**config.mk**
```make
export PLATFORM = sky130hd
export DESIGN_NAME = adc_iq_capture
export DESIGN_NICKNAME = d
export VERILOG_FILES = /design/src/rtl/adcrx_pkg.sv /design/src/rtl/adcrx_edge_capture.sv /design/src/rtl/adcrx_flush_gate.sv /design/src/rtl/adcrx_pair_align.sv /design/src/rtl/adc_iq_capture.sv
export SDC_FILE = /design/constraint.sdc
export NUM_CORES = 1
export LEC_CHECK = 0
export BUFFER_PORTS_ARGS = -buffer_cell sky130_fd_sc_hd__buf_4
export CORE_MARGIN = 10
export CORE_UTILIZATION = 47
export DETAILED_ROUTE_END_ITERATION = 16
export GPL_TIMING_DRIVEN = 0
export PLACE_DENSITY_LB_ADDON = 0.25
export SLEW_MARGIN = 15
export SYNTH_ARGS = -nofsm -noshare
export SYNTH_HDL_FRONTEND = slang
export SYNTH_SLANG_ARGS = --single-unit
```
**constraint.sdc**
```tcl
create_clock -name clk -period 2.1 [get_ports clk]
set_input_delay 0.21 -clock clk [delete_from_list [all_inputs] [get_ports clk]]
set_output_delay 0.21 -clock clk [all_outputs]
set_load 0.01 [all_outputs]
```
**src/rtl/adcrx_pkg.sv**
```systemverilog
`timescale 1ns/1ps
package adcrx_pkg;

    localparam int BUS_W = 10;

    typedef enum logic [1:0] {
        RX_IQ     = 2'b00,
        RX_I_ONLY = 2'b01,
        RX_Q_ONLY = 2'b10,
        RX_IQ_ALT = 2'b11
    } rx_mode_e;

    typedef struct packed {
        logic [BUS_W-1:0] i_word;
        logic [BUS_W-1:0] q_word;
    } iq_pair_t;

    function automatic logic uses_both_edges(rx_mode_e m);
        return (m != RX_I_ONLY) && (m != RX_Q_ONLY);
    endfunction

endpackage

```
**src/rtl/adcrx_edge_capture.sv**
```systemverilog
`timescale 1ns/1ps
module adcrx_edge_capture
    import adcrx_pkg::*;
(
    input  logic             clk,
    input  logic [BUS_W-1:0] bus_i,
    output logic [BUS_W-1:0] rise_word_o,
    output logic [BUS_W-1:0] fall_word_o
);

    // I word is stable at the rising edge.
    always_ff @(posedge clk) begin
        rise_word_o <= bus_i;
    end

    // Q word is stable half a cycle later, at the falling edge.
    always_ff @(negedge clk) begin
        fall_word_o <= bus_i;
    end

endmodule

```
**src/rtl/adcrx_flush_gate.sv**
```systemverilog
`timescale 1ns/1ps
module adcrx_flush_gate #(
    parameter int FLUSH_CYCLES = 8
) (
    input  logic clk,
    input  logic rst,
    input  logic restart_i,
    output logic open_o
);

    localparam int CNT_W = $clog2(FLUSH_CYCLES + 1);
    localparam logic [CNT_W-1:0] LOAD = CNT_W'(FLUSH_CYCLES);

    logic [CNT_W-1:0] remain_q;

    always_ff @(posedge clk) begin
        if (rst || restart_i) begin
            remain_q <= LOAD;
        end else if (remain_q != '0) begin
            remain_q <= remain_q - 1'b1;
        end
    end

    assign open_o = (remain_q == '0) && !restart_i && !rst;

endmodule

```
**src/rtl/adcrx_pair_align.sv**
```systemverilog
`timescale 1ns/1ps
module adcrx_pair_align
    import adcrx_pkg::*;
#(
    parameter int TAG_W = 3
) (
    input  logic             clk,
    input  logic             rst,
    input  logic             emit_i,
    input  rx_mode_e         mode_i,
    input  logic [BUS_W-1:0] rise_word_i,
    input  logic [BUS_W-1:0] fall_word_i,
    output logic             valid_o,
    output iq_pair_t         pair_o,
    output logic [TAG_W-1:0] tag_o
);

    logic [TAG_W-1:0] next_tag_q;
    iq_pair_t         shaped;

    always_comb begin
        shaped = '0;
        if (uses_both_edges(mode_i)) begin
            shaped.i_word = rise_word_i;
            shaped.q_word = fall_word_i;
        end else if (mode_i == RX_I_ONLY) begin
            shaped.i_word = rise_word_i;
        end else begin
            shaped.q_word = fall_word_i;
        end
    end

    always_ff @(posedge clk) begin
        if (rst) begin
            valid_o    <= 1'b0;
            pair_o     <= '0;
            tag_o      <= '0;
            next_tag_q <= '0;
        end else begin
            valid_o <= emit_i;
            if (emit_i) begin
                pair_o     <= shaped;
                tag_o      <= next_tag_q;
                next_tag_q <= next_tag_q + 1'b1;
            end
        end
    end

endmodule

```
**src/rtl/adc_iq_capture.sv**
```systemverilog
`timescale 1ns/1ps
module adc_iq_capture
    import adcrx_pkg::*;
#(
    parameter int TAG_W        = 3,
    parameter int FLUSH_CYCLES = 8
) (
    input  logic             clk,
    input  logic             rst,
    input  logic [1:0]       mode_i,
    input  logic             hold_bus_i,
    input  logic [9:0]       adc_data_i,
    output logic             adc_oen_o,
    output logic             adc_sel_o,
    output logic             pair_valid_o,
    output logic [9:0]       pair_i_o,
    output logic [9:0]       pair_q_o,
    output logic [TAG_W-1:0] pair_tag_o
);

    rx_mode_e         mode_q;
    logic             mode_moved;
    logic             gate_open;
    logic [BUS_W-1:0] rise_word;
    logic [BUS_W-1:0] fall_word;
    iq_pair_t         pair;

    assign mode_moved = (rx_mode_e'(mode_i) != mode_q);

    always_ff @(posedge clk) begin
        mode_q <= rx_mode_e'(mode_i);
        if (rst) begin
            adc_oen_o <= 1'b0;
        end else begin
            adc_oen_o <= hold_bus_i;
        end
    end

    always_comb begin
        unique case (mode_q)
            RX_I_ONLY: adc_sel_o = 1'b1;
            RX_Q_ONLY: adc_sel_o = 1'b0;
            default:   adc_sel_o = clk;
        endcase
    end

    adcrx_edge_capture u_cap (
        .clk         (clk),
        .bus_i       (adc_data_i),
        .rise_word_o (rise_word),
        .fall_word_o (fall_word)
    );

    adcrx_flush_gate #(.FLUSH_CYCLES(FLUSH_CYCLES)) u_gate (
        .clk       (clk),
        .rst       (rst),
        .restart_i (mode_moved || adc_oen_o),
        .open_o    (gate_open)
    );

    adcrx_pair_align #(.TAG_W(TAG_W)) u_align (
        .clk         (clk),
        .rst         (rst),
        .emit_i      (gate_open),
        .mode_i      (mode_q),
        .rise_word_i (rise_word),
        .fall_word_i (fall_word),
        .valid_o     (pair_valid_o),
        .pair_o      (pair),
        .tag_o       (pair_tag_o)
    );

    assign pair_i_o = pair.i_word;
    assign pair_q_o = pair.q_word;

endmodule

```
Word level (Yosys, flattened, before mapping)
Cells that the tools add are included.
{"block": "classes", "eq_ne": 5, "n_reduce_logical": 9, "muxes": 4, "addsub": 2}
{"operator": "$mux W10", "count": 2}
{"operator": "$mux W20", "count": 1}
{"operator": "$logic_not A4 Y1", "count": 1}
{"operator": "$reduce_bool A4 Y1", "count": 1}
{"operator": "$sub A4 B1 Y4 const B", "count": 1}
{"operator": "$add A3 B1 Y3 const B", "count": 1}
{"operator": "$logic_and A1 B1 Y1", "count": 3}
{"operator": "$eq A2 B1 Y1 const B", "count": 1}
{"operator": "$eq A2 B2 Y1 const B", "count": 1}
{"operator": "$logic_not A1 Y1", "count": 2}
{"operator": "$logic_or A1 B1 Y1", "count": 2}
{"operator": "$ne A2 B1 Y1 const B", "count": 1}
{"operator": "$ne A2 B2 Y1", "count": 1}
{"operator": "$ne A2 B2 Y1 const B", "count": 1}
{"operator": "$pmux W1 S2", "count": 1}
{"block": "word_totals", "reg_bits": 54}

Longest topological paths before layout
Gate-level depths: netlist (run 1).
{"block": "logic_depth", "word_depth": 5, "depth_mapped": 7}

Modules after synthesis
Synthesis (run 1) repeated with hierarchy kept, for this count alone.
{"block": "hier_totals", "cells_unflattened": 170, "area_unflattened_um2": 1863.0}
{"mod": "adcrx_pair_align", "instances": 1, "cells_per_inst": 117, "area_each_um2": 1133.6}
{"mod": "adcrx_edge_capture", "instances": 1, "cells_per_inst": 21, "area_each_um2": 404.1}
{"mod": "adcrx_flush_gate", "instances": 1, "cells_per_inst": 22, "area_each_um2": 207.7}
{"mod": "adc_iq_capture", "instances": 1, "cells_per_inst": 10, "area_each_um2": 117.6}

==> summary.md, run 1 <==
| Metric | Value |
|---|---|
| Status | completed |
| Hold Path Class | input port to flip-flop |
| First-pass GRT wire length | 6.87 mm |
| Core ar. | 3970 um2 |
| Inserted Diodes | 0 |
| Max stage delay on crit path | 0.44 ns |
| Final setup viols | 0 |
| CP startpoint | u_cap.fall_word_o[8] |
| Most frequent cells in the layout | 52 x dfxtp_1, 45 x buf_4, 27 x nand2b_1, 24 x mux2i_1 |
| Share of layout cells above drive strength 1 | 32.4% |
| Die ar. | 7040 um2 |
| Post-synth net total | 187 |
| WS Path Type | flip-flop to flip-flop |
| Worst EP arrival | 2.40 ns |
| Startpoint types | flip-flop |
| Clock share of power | 41.2% |
| R2r worst-path depth | 2 |
| Cell Pwr Density | 781 nW/um2 |
| Area of the multi-input gates | 798 um2 |
| Sw Ratio | 24.7% |
| CP Max Fanout | 1 |
| Sequential area share after synthesis | 56.3% |
| Final WL | 4.09 mm |
| Final antenna-violating net count | 0 |
| Final-report max-slew violation count | 0 |
| Critical path cell sequence | or3b_2 > mux2i_1 |
| CTS tree | yes |
| P_leak | 1.25 nW |
| CTS clk-pin slew, worst paths | 0.10 ns |
| GRT Resource Usage Total | 12.2% |
| Worst Tran Pin Value | 0.472 ns |
| #FFs+latches synth | 54 |
| DRC | 0 |
| Final Skew | 0.0773 ns |
| Synth warn | 0 |
| Max-cap violations | 0 |
| Vias | 1,390 |
| Final-report hold violation count | 0 |
| Die Width | 83.9 um |
| Netlist cell types | 26 |
| Max-slew headroom | 68.5% |
| 1st-pass router iterations | 4 |
| Post-detailed-route via-to-cell ratio | 4.73 |
| Die Y | 83.9 um |
| Post-Synthesis Cells | 167 |
| DRT iter0 DRCs | 29 |
| Worst Setup EP | u_align.pair_o[8] |
| R2R setup slack | 0.05 ns |
| Int Power | 1.56 mW |
| Maximum VDD drop | 0.472 mV |
| Layout Nets | 263 |
| Hold slack | 0.00707 ns |
| Number of port buffers | 40 |
| Worst reg2reg endpoint | u_align.pair_o[8] |
| Fill count | 326 |
| Starting Density | 48.3% |
| Overall Power | 2.07 mW |
| Critical path endpoint category | flip-flop |
| Clock latency on the worst-skew pair | 0.49 ns |
| Sequential share of power | 51.8% |
| I/O pin total | 41 |
| Hpwl dp | 3.01 mm |
| Register area | 1080 um2 |
| Post-layout util | 66.6% |
| NetSw | 0.511 mW |
| Commonest non-fill, non-tap cell in the layout | dfxtp_1 |
| Initial antenna violation count | 0 |
| Part of the power in combinational logic | 7.0% |
| GPL Wtd Cong | 0.716 |
| Vias in the first global route | 1,532 |
| Standard-cell rows | 23 |
| R2R Path Start | u_cap.fall_word_o[8] |
| Data required, critical path | 2.45 ns |
| Routed length per placed instance | 13.9 um |
| Avg Cell Area, Syn | 11.5 um2 |
| Congestion Overflow GR | 0 |
| Largest net degree at the start of global routing | 19 |
| Syn-to-layout area delta | 37.9% |
| Post-Syn Area | 1920 um2 |
| CP max stage cell | or3b_2 |
## per-stage QoR
| stage | setup TNS, ns | setup slack (ns) | instances | cell area (um2) |
|---|---|---|---|---|
| 6_report | 0 | 0.0482 | 294 | 2650 |
| 5_1_grt | -0.00625 | -0.00625 | 294 | 2650 |
| 4_1_cts | 0 | 0.00548 | 294 | 2620 |
| 3_5_place_dp | -0.738 | -0.0743 | 257 | 2280 |
| 3_3_place_gp | 0 | 0.00733 | 257 | 2280 |
| 2_1_floorplan | 0 | 0.0943 | 167 | 1920 |
## cells in the mapped netlist
| cell type | count | area share (%) |
|---|---|---|
| a211o_1 | 1 | 0.46 |
| nor4_1 | 1 | 0.33 |
| nor2_1 | 3 | 0.59 |
| nand2b_1 | 27 | 8.8 |
| buf_6 | 2 | 1.2 |
| xor2_1 | 2 | 0.91 |
| inv_1 | 5 | 0.98 |
| or3_1 | 1 | 0.33 |
| or4b_1 | 1 | 0.52 |
| nor3b_1 | 1 | 0.39 |
| or3b_4 | 1 | 0.59 |
| nor2b_1 | 3 | 0.98 |
| nor3_1 | 2 | 0.52 |
| dfxtp_1 | 54 | 56 |
| o21ba_2 | 1 | 0.52 |
| clkinv_2 | 1 | 0.26 |
| mux2i_1 | 24 | 13 |
| nand2_1 | 10 | 2.0 |
| ha_1 | 5 | 3.3 |
| mux2_2 | 3 | 1.8 |
| or4_1 | 1 | 0.39 |
| xnor2_1 | 2 | 0.91 |
| or3b_2 | 8 | 3.7 |
| a211oi_1 | 1 | 0.39 |
| or2_2 | 1 | 0.33 |
| clkbuf_1 | 6 | 1.2 |
## what timing repair did
item	4_1_cts	5_1_grt
endpoints found under the setup margin	19	23
hold endpoints to repair	12	0
hold buffers	12	0
gates cloned	0	0
pin swaps	0	1
gates resized for setup	5	8
buffers inserted	5	0
## cells by family (layout without fill, tap and decap cells)
group | count (synthesis) | in the layout | share of synthesized area [%]
AOI/OAI and AO/OA | 3 | 3 | 1.37
xor gates and xnor gates | 4 | 4 | 1.83
adders and majority gates | 5 | 5 | 3.26
buffers and inverters | 14 | 91 | 3.59
DFF | 54 | 54 | 56.3
muxes | 27 | 27 | 14.3
and+or+nand+nor | 60 | 60 | 19.4
## per-layer routing
layer  global-route usage, %  routed length (um)
met1                    12.0                1700
met2                    19.7                2050
met3                    5.37                 218
met4                    9.28                 121
met5                       0                   0
## worst min path at each step
| stage | from | to | cells after the start |
|---|---|---|---|
| after CTS | hold_bus_i | adc_oen_o | 2 |
| final | hold_bus_i | adc_oen_o | 2 |
| after detailed placement | adc_data_i[7] | u_cap.rise_word_o[7] | 1 |
| after global placement | adc_data_i[5] | u_cap.rise_word_o[5] | 1 |
| after global routing | hold_bus_i | adc_oen_o | 2 |
| after floorplan | mode_i[0] | mode_q[0] | 0 |
## registers in the layout, summed over array words and instances, names as in the netlist
name                cells
u_align.next_tag_q      3
u_align.pair_o         20
u_align.valid_o         1
u_cap.rise_word_o      10
u_align.tag_o           3
mode_q                  2
u_cap.fall_word_o      10
u_gate.remain_q         4
adc_oen_o               1
## power groups by stage
stage	Combinational, mW	Sequential, mW	Clock [mW]
final	0.145	1.07	0.852
after global routing	0.160	1.07	0.945
after CTS	0.141	1.07	0.877
after detailed placement	0.118	1.09	0.0657
after global placement	0.112	1.09	0.0657
after floorplan	0.0705	1.09	0.0503
## final cells by class
class / instances / share of cell area (%)
Sequential cell: 54 / 40.9
Multi-Input combinational cell: 99 / 30.2
Timing Repair Buffer: 56 / 17.0
Clock buffer: 9 / 4.44
Clock inverter: 13 / 2.46
Tap cell: 50 / 2.36
Buffer: 8 / 1.70
Inverter: 5 / 0.898
## critical path: cells and delay by family (launching register included)
kind / cells / cell delay (ns)
flip-flops: 1 / 0.29
multiplexers: 1 / 0.15
AND/OR/NAND/NOR: 1 / 0.44
No activity file was read; power rests on OpenSTA's default activity.
==> run 2: changes to the inputs <==
--- a/config.mk
+++ b/config.mk
@@ -14,4 +14,5 @@
 export SLEW_MARGIN = 15
 export SYNTH_ARGS = -nofsm -noshare
 export SYNTH_HDL_FRONTEND = slang
+export SYNTH_HIERARCHICAL = 1
 export SYNTH_SLANG_ARGS = --single-unit
==> run 2 against run 1 <==
Utilization increased by 1.1 points. Power decreased by 2.5%. Synthesized cell count increased by 1.8%. Clock power fell by 3.2%. Critical path depth up 6. First-iteration DRC count grew to 2.6 times the previous value. Non-clock buffer count down 2. Sequential share of layout area is 1.7 points higher. Combinational power decreased by 17%. Flip-flop and latch count unchanged. Critical path type unchanged.
==> summary.md, run 2 <==
| Metric | Value |
|---|---|
| Status | completed (unchanged) |
| Crit-path most repeated cell | buf_6 |
| Post-synth ARST share | 0% (unchanged) |
| Max frequency | 526 MHz |
| Layout Nets | 264 (was 263) |
| Congestion Overflow GR | 0 (unchanged) |
| Max-cap violations | 0 (unchanged) |
| Final Skew | 0.0707 ns (was 0.0773 ns) |
| #FFs+latches synth | 54 (unchanged) |
| Die Y | 83.0 um (was 83.9 um) |
| CTS tree | yes (unchanged) |
| Largest register FFs | 20 (unchanged) |
| RSZ-0062 raised after global routing | no |
| Vias | 1,426 (was 1,390) |
| Die Width | 83.0 um (was 83.9 um) |
| I/O pin total | 41 (unchanged) |
| Post-detailed-route via-to-cell ratio | 4.90 (was 4.73) |
| Final antenna-violating net count | 0 (unchanged) |
| Cell Pwr Density | 795 nW/um2 (was 781 nW/um2) |
| CTS clk-pin slew, worst paths | 0.10 ns (about the same) |
| First-pass GRT wire length | 6.81 mm (was 6.87 mm) |
| Hpwl dp | 2.99 mm (was 3.01 mm) |
| Critical path endpoint category | flip-flop (unchanged) |
| Die ar. | 6880 um2 (was 7040 um2) |
| Worst Tran Pin Value | 0.473 ns (was 0.472 ns) |
| Final-report hold violation count | 0 (unchanged) |
| Fin cells | 291 (was 294) |
| CP max stage cell | dfxtp_1 (was or3b_2) |
| Max-slew headroom | 68.5% (about the same) |
| P_leak | 1.07 nW (was 1.25 nW) |
| Maximum VDD drop | 0.529 mV (was 0.472 mV) |
| Final WL | 4.09 mm (about the same) |
| Fill count | 292 (was 326) |
| Max stage delay on crit path | 0.35 ns (was 0.44 ns) |
| 1st-pass router iterations | 4 (unchanged) |
| Netlist cell types | 24 (was 26) |
| Avg Cell Area, Syn | 11.0 um2 (was 11.5 um2) |
| Vias in the first global route | 1,535 (was 1,532) |
| Core ar. | 3740 um2 (was 3970 um2) |
| Ys flop type | dfxtp_1 (unchanged) |
| Post-synth top cells | 54 x dfxtp_1, 22 x a21oi_1, 22 x nand2b_1 (was 54 x dfxtp_1, 27 x nand2b_1, 24 x mux2i_1) |
| Largest regs | u_align/pair_o x20, u_cap/fall_word_o x10, u_cap/rise_word_o x10 (was u_align.pair_o x20, u_cap.fall_word_o x10, u_cap.rise_word_o x10) |
| Setup TNS | 0 ns (unchanged) |
| Count leader, synth | dfxtp_1 (unchanged) |
| WS Path Type | flip-flop to flip-flop (unchanged) |
| Overall Power | 2.02 mW (was 2.07 mW) |
| Final-report max-slew violation count | 0 (unchanged) |
| Startpoint types | flip-flop (unchanged) |
| Hold slack | 0.0225 ns (was 0.00707 ns) |
| Largest net degree at the start of global routing | 18 (was 19) |
| DRC | 0 (unchanged) |
| Critical path cell sequence | xor2_1 > or3_1 > or2_4 > nor2_4 > buf_6 > buf_6 > o211ai_1 > a21oi_1 (was or3b_2 > mux2i_1) |
| Leading area contributor after synthesis | dfxtp_1 (unchanged) |
| CP bufs+invs | 2 (was 0) |
| Hold Path Class | input port to flip-flop (unchanged) |
| Largest cells by area after synthesis | dfxtp_1 58%, nand2b_1 7.4%, a21oi_1 5.9% (was dfxtp_1 56%, mux2i_1 13%, nand2b_1 8.8%) |
| Routed length per placed instance | 14.0 um (was 13.9 um) |
| Sequential area share after synthesis | 58.0% (was 56.3%) |
| Most frequent cells in the layout | 53 x dfxtp_1, 41 x buf_4, 22 x nand2b_1, 22 x a21oi_1, 15 x inv_1 (was 52 x dfxtp_1, 45 x buf_4, 27 x nand2b_1, 24 x mux2i_1) |
| Standard-cell rows | 22 (was 23) |
| Clock latency on the worst-skew pair | 0.47 ns (was 0.49 ns) |
| Final setup viols | 0 (unchanged) |
| Commonest non-fill, non-tap cell in the layout | dfxtp_1 (unchanged) |
| Fin crit period | 1.90 ns |
| Yosys top cell area share | 58.0% (was 56.3%) |
| Dpl cells | 258 (was 257) |
| Fin crit share | 90.5% |
| Synth warn | 6 (was 0) |
| Worst EP arrival | 2.24 ns (was 2.40 ns) |
| Post-synth net total | 192 (was 187) |
| DRT iter0 DRCs | 75 (was 29) |
| Syn-to-layout area delta | 36.1% (was 37.9%) |
| GPL Wtd Cong | 0.778 (was 0.716) |
| GRT Resource Usage Total | 12.1% (was 12.2%) |
| Number of port buffers | 40 (unchanged) |
| Data required, critical path | 2.44 ns (was 2.45 ns) |
| CP Max Fanout | 10 (was 1) |
| EDFF count, synth | 0 (unchanged) |
| Post-Synthesis Cells | 170 (was 167) |
| Share of layout cells above drive strength 1 | 27.2% (was 32.4%) |
| Starting Density | 49.8% (was 48.3%) |
| Post-Syn Area | 1860 um2 (was 1920 um2) |
| Crit path max-delay family | simple AND/OR/NAND/NOR gates (unchanged) |
| Inserted Diodes | 0 (unchanged) |
| Register with the most flip-flops | u_align/pair_o (was u_align.pair_o) |
| Initial antenna violation count | 0 (unchanged) |
-- run 2: kinds of logic (layout without fill, tap and decap cells) --
group                      Yosys count  in the layout  synth area share, %
AOI/OAI and AO/OA                   35             35                 11.6
xor gates and xnor gates             4              4                 1.88
adders and majority gates            7              7                 4.70
buffers and inverters               16             89                 4.63
DFF                                 54             54                 58.0
muxes                                5              5                 2.75
and+or+nand+nor                     49             49                 16.4
-- run 2: worst register-to-register path, delay by kind of cell, from the launching register on --
kind                   cells  cell delay [ns]
buffers and inverters      2             0.29
AO/OA/AOI/OAI              2             0.28
flip-flops                 1             0.35
XOR/XNOR                   1             0.15
AND/OR/NAND/NOR            3             0.78
-- run 2: stage by stage --
| stage | utilization [%] | setup slack, ns | area, um2 |
|---|---|---|---|
| 6_report | 67.7 | 0.199 | 2540 |
| 5_1_grt | 67.7 | 0.0837 | 2540 |
| 4_1_cts | 67.3 | 0.0201 | 2520 |
| 3_5_place_dp | 59.4 | 0.0530 | 2220 |
| 3_3_place_gp | 59.4 | 0.0863 | 2220 |
| 2_1_floorplan | - | 0.274 | 1860 |
-- run 2: final cells by class --
class	instances	area [um2]	share of cell area [%]
Buffer	10	68.8	2.71
Clock buffer	9	118	4.64
Multi-Input combinational cell	100	706	27.8
Timing Repair Buffer	52	423	16.7
Clock inverter	13	60.1	2.37
Tap cell	48	60.1	2.37
Sequential cell	54	1080	42.7
Inverter	5	18.8	0.740
-- run 2: worst paths after layout --
check | from | depth (start not counted) | slack [ns] | end
hold reg to reg | u_align/pair_o[1] | 2 | 0.48 | u_align/pair_o[1]
hold / removal | hold_bus_i | 2 | 0.02 | adc_oen_o
setup / recovery | mode_q[1] | 8 | 0.20 | u_align/pair_o[17]
setup reg to reg | mode_q[1] | 8 | 0.20 | u_align/pair_o[17]
-- run 2: timing repair --
action,CTS,global route
hold endpoints to repair,13,0
gates resized for setup,0,7
setup buffers,0,0
setup endpoints to repair,0,25
hold buffers,13,0
-- run 2: per-layer routing --
metal  routed length, um  global-route usage [%]  up-vias
li1                    -                       -      713
met1                1700                    11.7      665
met2                2090                    21.2       44
met3                 265                    5.96        4
met4                  29                    5.23        0
met5                   0                       0        -
-- run 2: power by group --
part	leakage, nW	switching (mW)	internal [mW]
Sequential	0.444	0.0138	1.06
Clock	0.133	0.415	0.409
Combinational	0.496	0.0556	0.0655
==> run 3: changes to the inputs <==
--- a/config.mk
+++ b/config.mk
@@ -5,8 +5,9 @@
 export SDC_FILE = /design/constraint.sdc
 export NUM_CORES = 1
 export LEC_CHECK = 0
+export ABC_AREA = 1
 export BUFFER_PORTS_ARGS = -buffer_cell sky130_fd_sc_hd__buf_4
-export CORE_MARGIN = 10
+export CORE_MARGIN = 3
 export CORE_UTILIZATION = 47
 export DETAILED_ROUTE_END_ITERATION = 16
 export GPL_TIMING_DRIVEN = 0
==> run 3 against run 2 <==
Routed wire length shrank 5.0%. Clock skew is 0.011 ns higher. Critical path type unchanged. Utilization up 2.2 points.
==> summary.md, run 3 <==
| Metric | Value |
|---|---|
| Status | completed (unchanged) |
| Post-layout util | 70.0% (was 67.7%) |
| Routed length per placed instance | 12.4 um (was 14.0 um) |
| Share of layout cells above drive strength 1 | 23.2% (was 27.2%) |
| Crit path max-delay family | buffers and inverters (was simple AND/OR/NAND/NOR gates) |
| Post-synth top cells | 54 x dfxtp_1, 25 x o21ai_0, 23 x a21oi_1 (was 54 x dfxtp_1, 22 x a21oi_1, 22 x nand2b_1) |
| Largest register FFs | 20 (unchanged) |
| Leading area contributor after synthesis | dfxtp_1 (unchanged) |
| CP bufs+invs | 3 (was 2) |
| Initial antenna violation count | 0 (unchanged) |
| DRT iter0 DRCs | 102 (was 75) |
| Commonest non-fill, non-tap cell in the layout | dfxtp_1 (unchanged) |
| GRT busiest layer | met2 (unchanged) |
| I/O pin total | 41 (unchanged) |
| Die Y | 67.9 um (was 83.0 um) |
| Inserted Diodes | 0 (unchanged) |
| P_leak | 1.15 nW (was 1.07 nW) |
| Vias | 1,499 (was 1,426) |
| Ys flop type | dfxtp_1 (unchanged) |
| CP startpoint | u_gate/remain_q[0] (was mode_q[1]) |
| First-pass GRT wire length | 6.35 mm (was 6.81 mm) |
| Final-report hold violation count | 0 (unchanged) |
| #FFs+latches synth | 54 (unchanged) |
| Maximum VDD drop | 0.651 mV (was 0.529 mV) |
| DRC | 0 (unchanged) |
| RSZ-0062 raised after global routing | no (unchanged) |
| Largest net degree at the start of global routing | 17 (was 18) |
| GPL Wtd Cong | 0.801 (was 0.778) |
| Main combinational cell family by area after synthesis | simple AND/OR/NAND/NOR gates (unchanged) |
| Max-cap violations | 0 (unchanged) |
| Cell Pwr Density | 860 nW/um2 (was 795 nW/um2) |
| Largest regs | u_align/pair_o x20, u_cap/fall_word_o x10, u_cap/rise_word_o x10 (unchanged) |
| Final Skew | 0.0821 ns (was 0.0707 ns) |
| WHS Path Cells | 2 (unchanged) |
| Vias in the first global route | 1,443 (was 1,535) |
| R2R Path Start | u_gate/remain_q[0] (was mode_q[1]) |
| Compound-cell area share of the yosys netlist | 13.8% (was 11.6%) |
| Critical path cell sequence | inv_1 > ha_1 > nand2_1 > nor3_1 > buf_4 > buf_2 > a21oi_1 (was xor2_1 > or3_1 > or2_4 > nor2_4 > buf_6 > buf_6 > o211ai_1 > a21oi_1) |
| Starting Density | 51.1% (was 49.8%) |
| Worst Tran Pin Value | 0.475 ns (was 0.473 ns) |
| Final setup viols | 0 (unchanged) |
| Post-Syn Area | 1800 um2 (was 1860 um2) |
| Avg Cell Area, Syn | 9.23 um2 (was 11.0 um2) |
| Largest cells by area after synthesis | dfxtp_1 60%, o21ai_0 7.0%, a21oi_1 6.4% (was dfxtp_1 58%, nand2b_1 7.4%, a21oi_1 5.9%) |
| M2 GR Usage | 31.1% (was 21.2%) |
| CTS tree | yes (unchanged) |
| Yosys top cell area share | 60.1% (was 58.0%) |
| Final-report max-slew violation count | 0 (unchanged) |
| Max-slew headroom | 68.3% (was 68.5%) |
| Met1 global-route usage | 23.0% (was 11.7%) |
| Die ar. | 4610 um2 (was 6880 um2) |
| Startpoint types | flip-flop (unchanged) |
| Final antenna-violating net count | 0 (unchanged) |
| CP Max Fanout | 10 (unchanged) |
| Hold_sp | rst (was hold_bus_i) |
| Fin crit period | 1.77 ns (was 1.90 ns) |
| Sequential area share after synthesis | 60.1% (was 58.0%) |
| Setup TNS | 0 ns (unchanged) |
| Hold_buf cts | 12 (was 13) |
| R2r worst-path depth | 7 (was 8) |
| EDFF count, synth | 0 (unchanged) |
| Max stage delay on crit path | 0.32 ns (was 0.35 ns) |
| Post-CTS sizing | 0 (unchanged) |
| Portion of netlist area occupied by mux cells | 0% (was 2.75%) |
| Data required, critical path | 2.39 ns (was 2.44 ns) |
| Fin crit share | 84.3% (was 90.5%) |
| Congestion Overflow GR | 0 (unchanged) |
| Register with the most flip-flops | u_align/pair_o (unchanged) |
| Post-detailed-route via-to-cell ratio | 4.79 (was 4.90) |
| 1st-pass router iterations | 4 (unchanged) |
| Synth warn | 6 (unchanged) |
| Hpwl dp | 2.58 mm (was 2.99 mm) |
| Post-synth ARST share | 0% (unchanged) |
| Most frequent cells in the layout | 54 x dfxtp_1, 42 x buf_4, 25 x inv_1, 25 x o21ai_0, 23 x a21oi_1 (was 53 x dfxtp_1, 41 x buf_4, 22 x nand2b_1, 22 x a21oi_1, 15 x inv_1) |
| Simple-Gate Fraction of Synth Area | 14.3% (was 16.4%) |
| GRT Resource Usage Total | 19.4% (was 12.1%) |
| CTS clk-pin slew, worst paths | 0.09 ns (was 0.10 ns) |
| Postcts setup bufs | 0 (unchanged) |
| Count leader, synth | dfxtp_1 (unchanged) |
| Clock latency on the worst-skew pair | 0.49 ns (was 0.47 ns) |
| Critical path endpoint category | flip-flop (unchanged) |
| Worst hold endpoint | u_align/pair_o[4] (was adc_oen_o) |
| Layout Nets | 288 (was 264) |
| Final WL | 3.88 mm (was 4.09 mm) |
| R2R setup slack | 0.33 ns (was 0.20 ns) |
| Core ar. | 3520 um2 (was 3740 um2) |
| Worst reg2reg endpoint | u_align/pair_o[13] (was u_align/pair_o[17]) |
| Post-Synthesis Cells | 195 (was 170) |
| CP max stage cell | dfxtp_1 (unchanged) |
| GRT met3 Usage | 5.25% (was 5.96%) |
| Max frequency | 565 MHz (was 526 MHz) |
| Netlist cell types | 22 (was 24) |
| WS Path Type | flip-flop to flip-flop (unchanged) |
| XOR/XNOR share of the synthesized area | 0.487% (was 1.88%) |
| Adder-cell area share of the yosys netlist | 4.87% (was 4.70%) |
| Standard-cell rows | 21 (was 22) |
| Post-synth net total | 217 (was 192) |
| Die Width | 67.9 um (was 83.0 um) |
| Number of port buffers | 40 (unchanged) |
| Hold Path Class | input port to flip-flop (unchanged) |
| Syn-to-layout area delta | 36.9% (was 36.1%) |
| Worst EP arrival | 2.06 ns (was 2.24 ns) |
-- run 3: cell types whose count changed after synthesis, sizes merged, moves of 4 or more --
cell and change:
o21ai +25, nand2 +24, nand2b -22, nand3 +16
nand3b -12, inv +11, o211ai -10, nor2 +7
mux2i -4
-- run 3: worst reg2reg max path: stages (launching register included) --
cell     delay [ns]
dfxtp_1        0.32
inv_1          0.13
ha_1           0.21
nand2_1        0.13
nor3_1         0.27
buf_4          0.23
buf_2          0.25
a21oi_1        0.10
-- run 3: kinds of logic after synthesis --
| group | Yosys count |
|---|---|
| xor gates and xnor gates | 1 |
| and+or+nand+nor | 58 |
| AOI/OAI and AO/OA | 49 |
| adders and majority gates | 7 |
| buffers and inverters | 26 |
| DFF | 54 |
-- run 3: metrics by stage --
step	total power, mW	setup WS (ns)	cell area, um2	hold WS [ns]	cells
after floorplan	1.19	0.526	1800	0.238	195
after global placement	1.25	0.390	2160	0.323	281
after detailed placement	1.26	0.384	2160	0.323	281
after CTS	2.14	0.349	2460	0.0112	313
after global routing	2.23	0.0706	2460	0.00285	313
final	2.12	0.331	2460	0.0102	313
-- run 3: worst max path at each step --
stage                               endpoint  slack, ns  depth (start not counted)
after floorplan            u_align/pair_o[0]       0.53                          2
after global placement      u_align/tag_o[1]       0.39                          8
after detailed placement  u_align/pair_o[18]       0.38                          7
after CTS                 u_align/pair_o[14]       0.35                          7
after global routing       u_align/pair_o[1]       0.07                          8
final                     u_align/pair_o[13]       0.33                          7
-- run 3: area by class of cell --
| type | count | area (um2) |
|---|---|---|
| Buffer | 8 | 48.8 |
| Clock buffer | 10 | 121 |
| Clock inverter | 12 | 76.3 |
| Fill cell | 288 | 1060 |
| Inverter | 17 | 63.8 |
| Multi-Input combinational cell | 115 | 602 |
| Sequential cell | 54 | 1080 |
| Tap cell | 46 | 57.6 |
| Timing Repair Buffer | 51 | 413 |
-- run 3: metal layers --
layer	share of wire, %	routed length (um)
met5	0	0
met4	1.4	54
met3	4.6	177
met2	49	1910
met1	45	1740
-- run 3: where the power goes --
part           switching, mW  internal (mW)
Combinational         0.0635         0.0606
Clock                  0.406          0.520
Sequential            0.0134           1.06
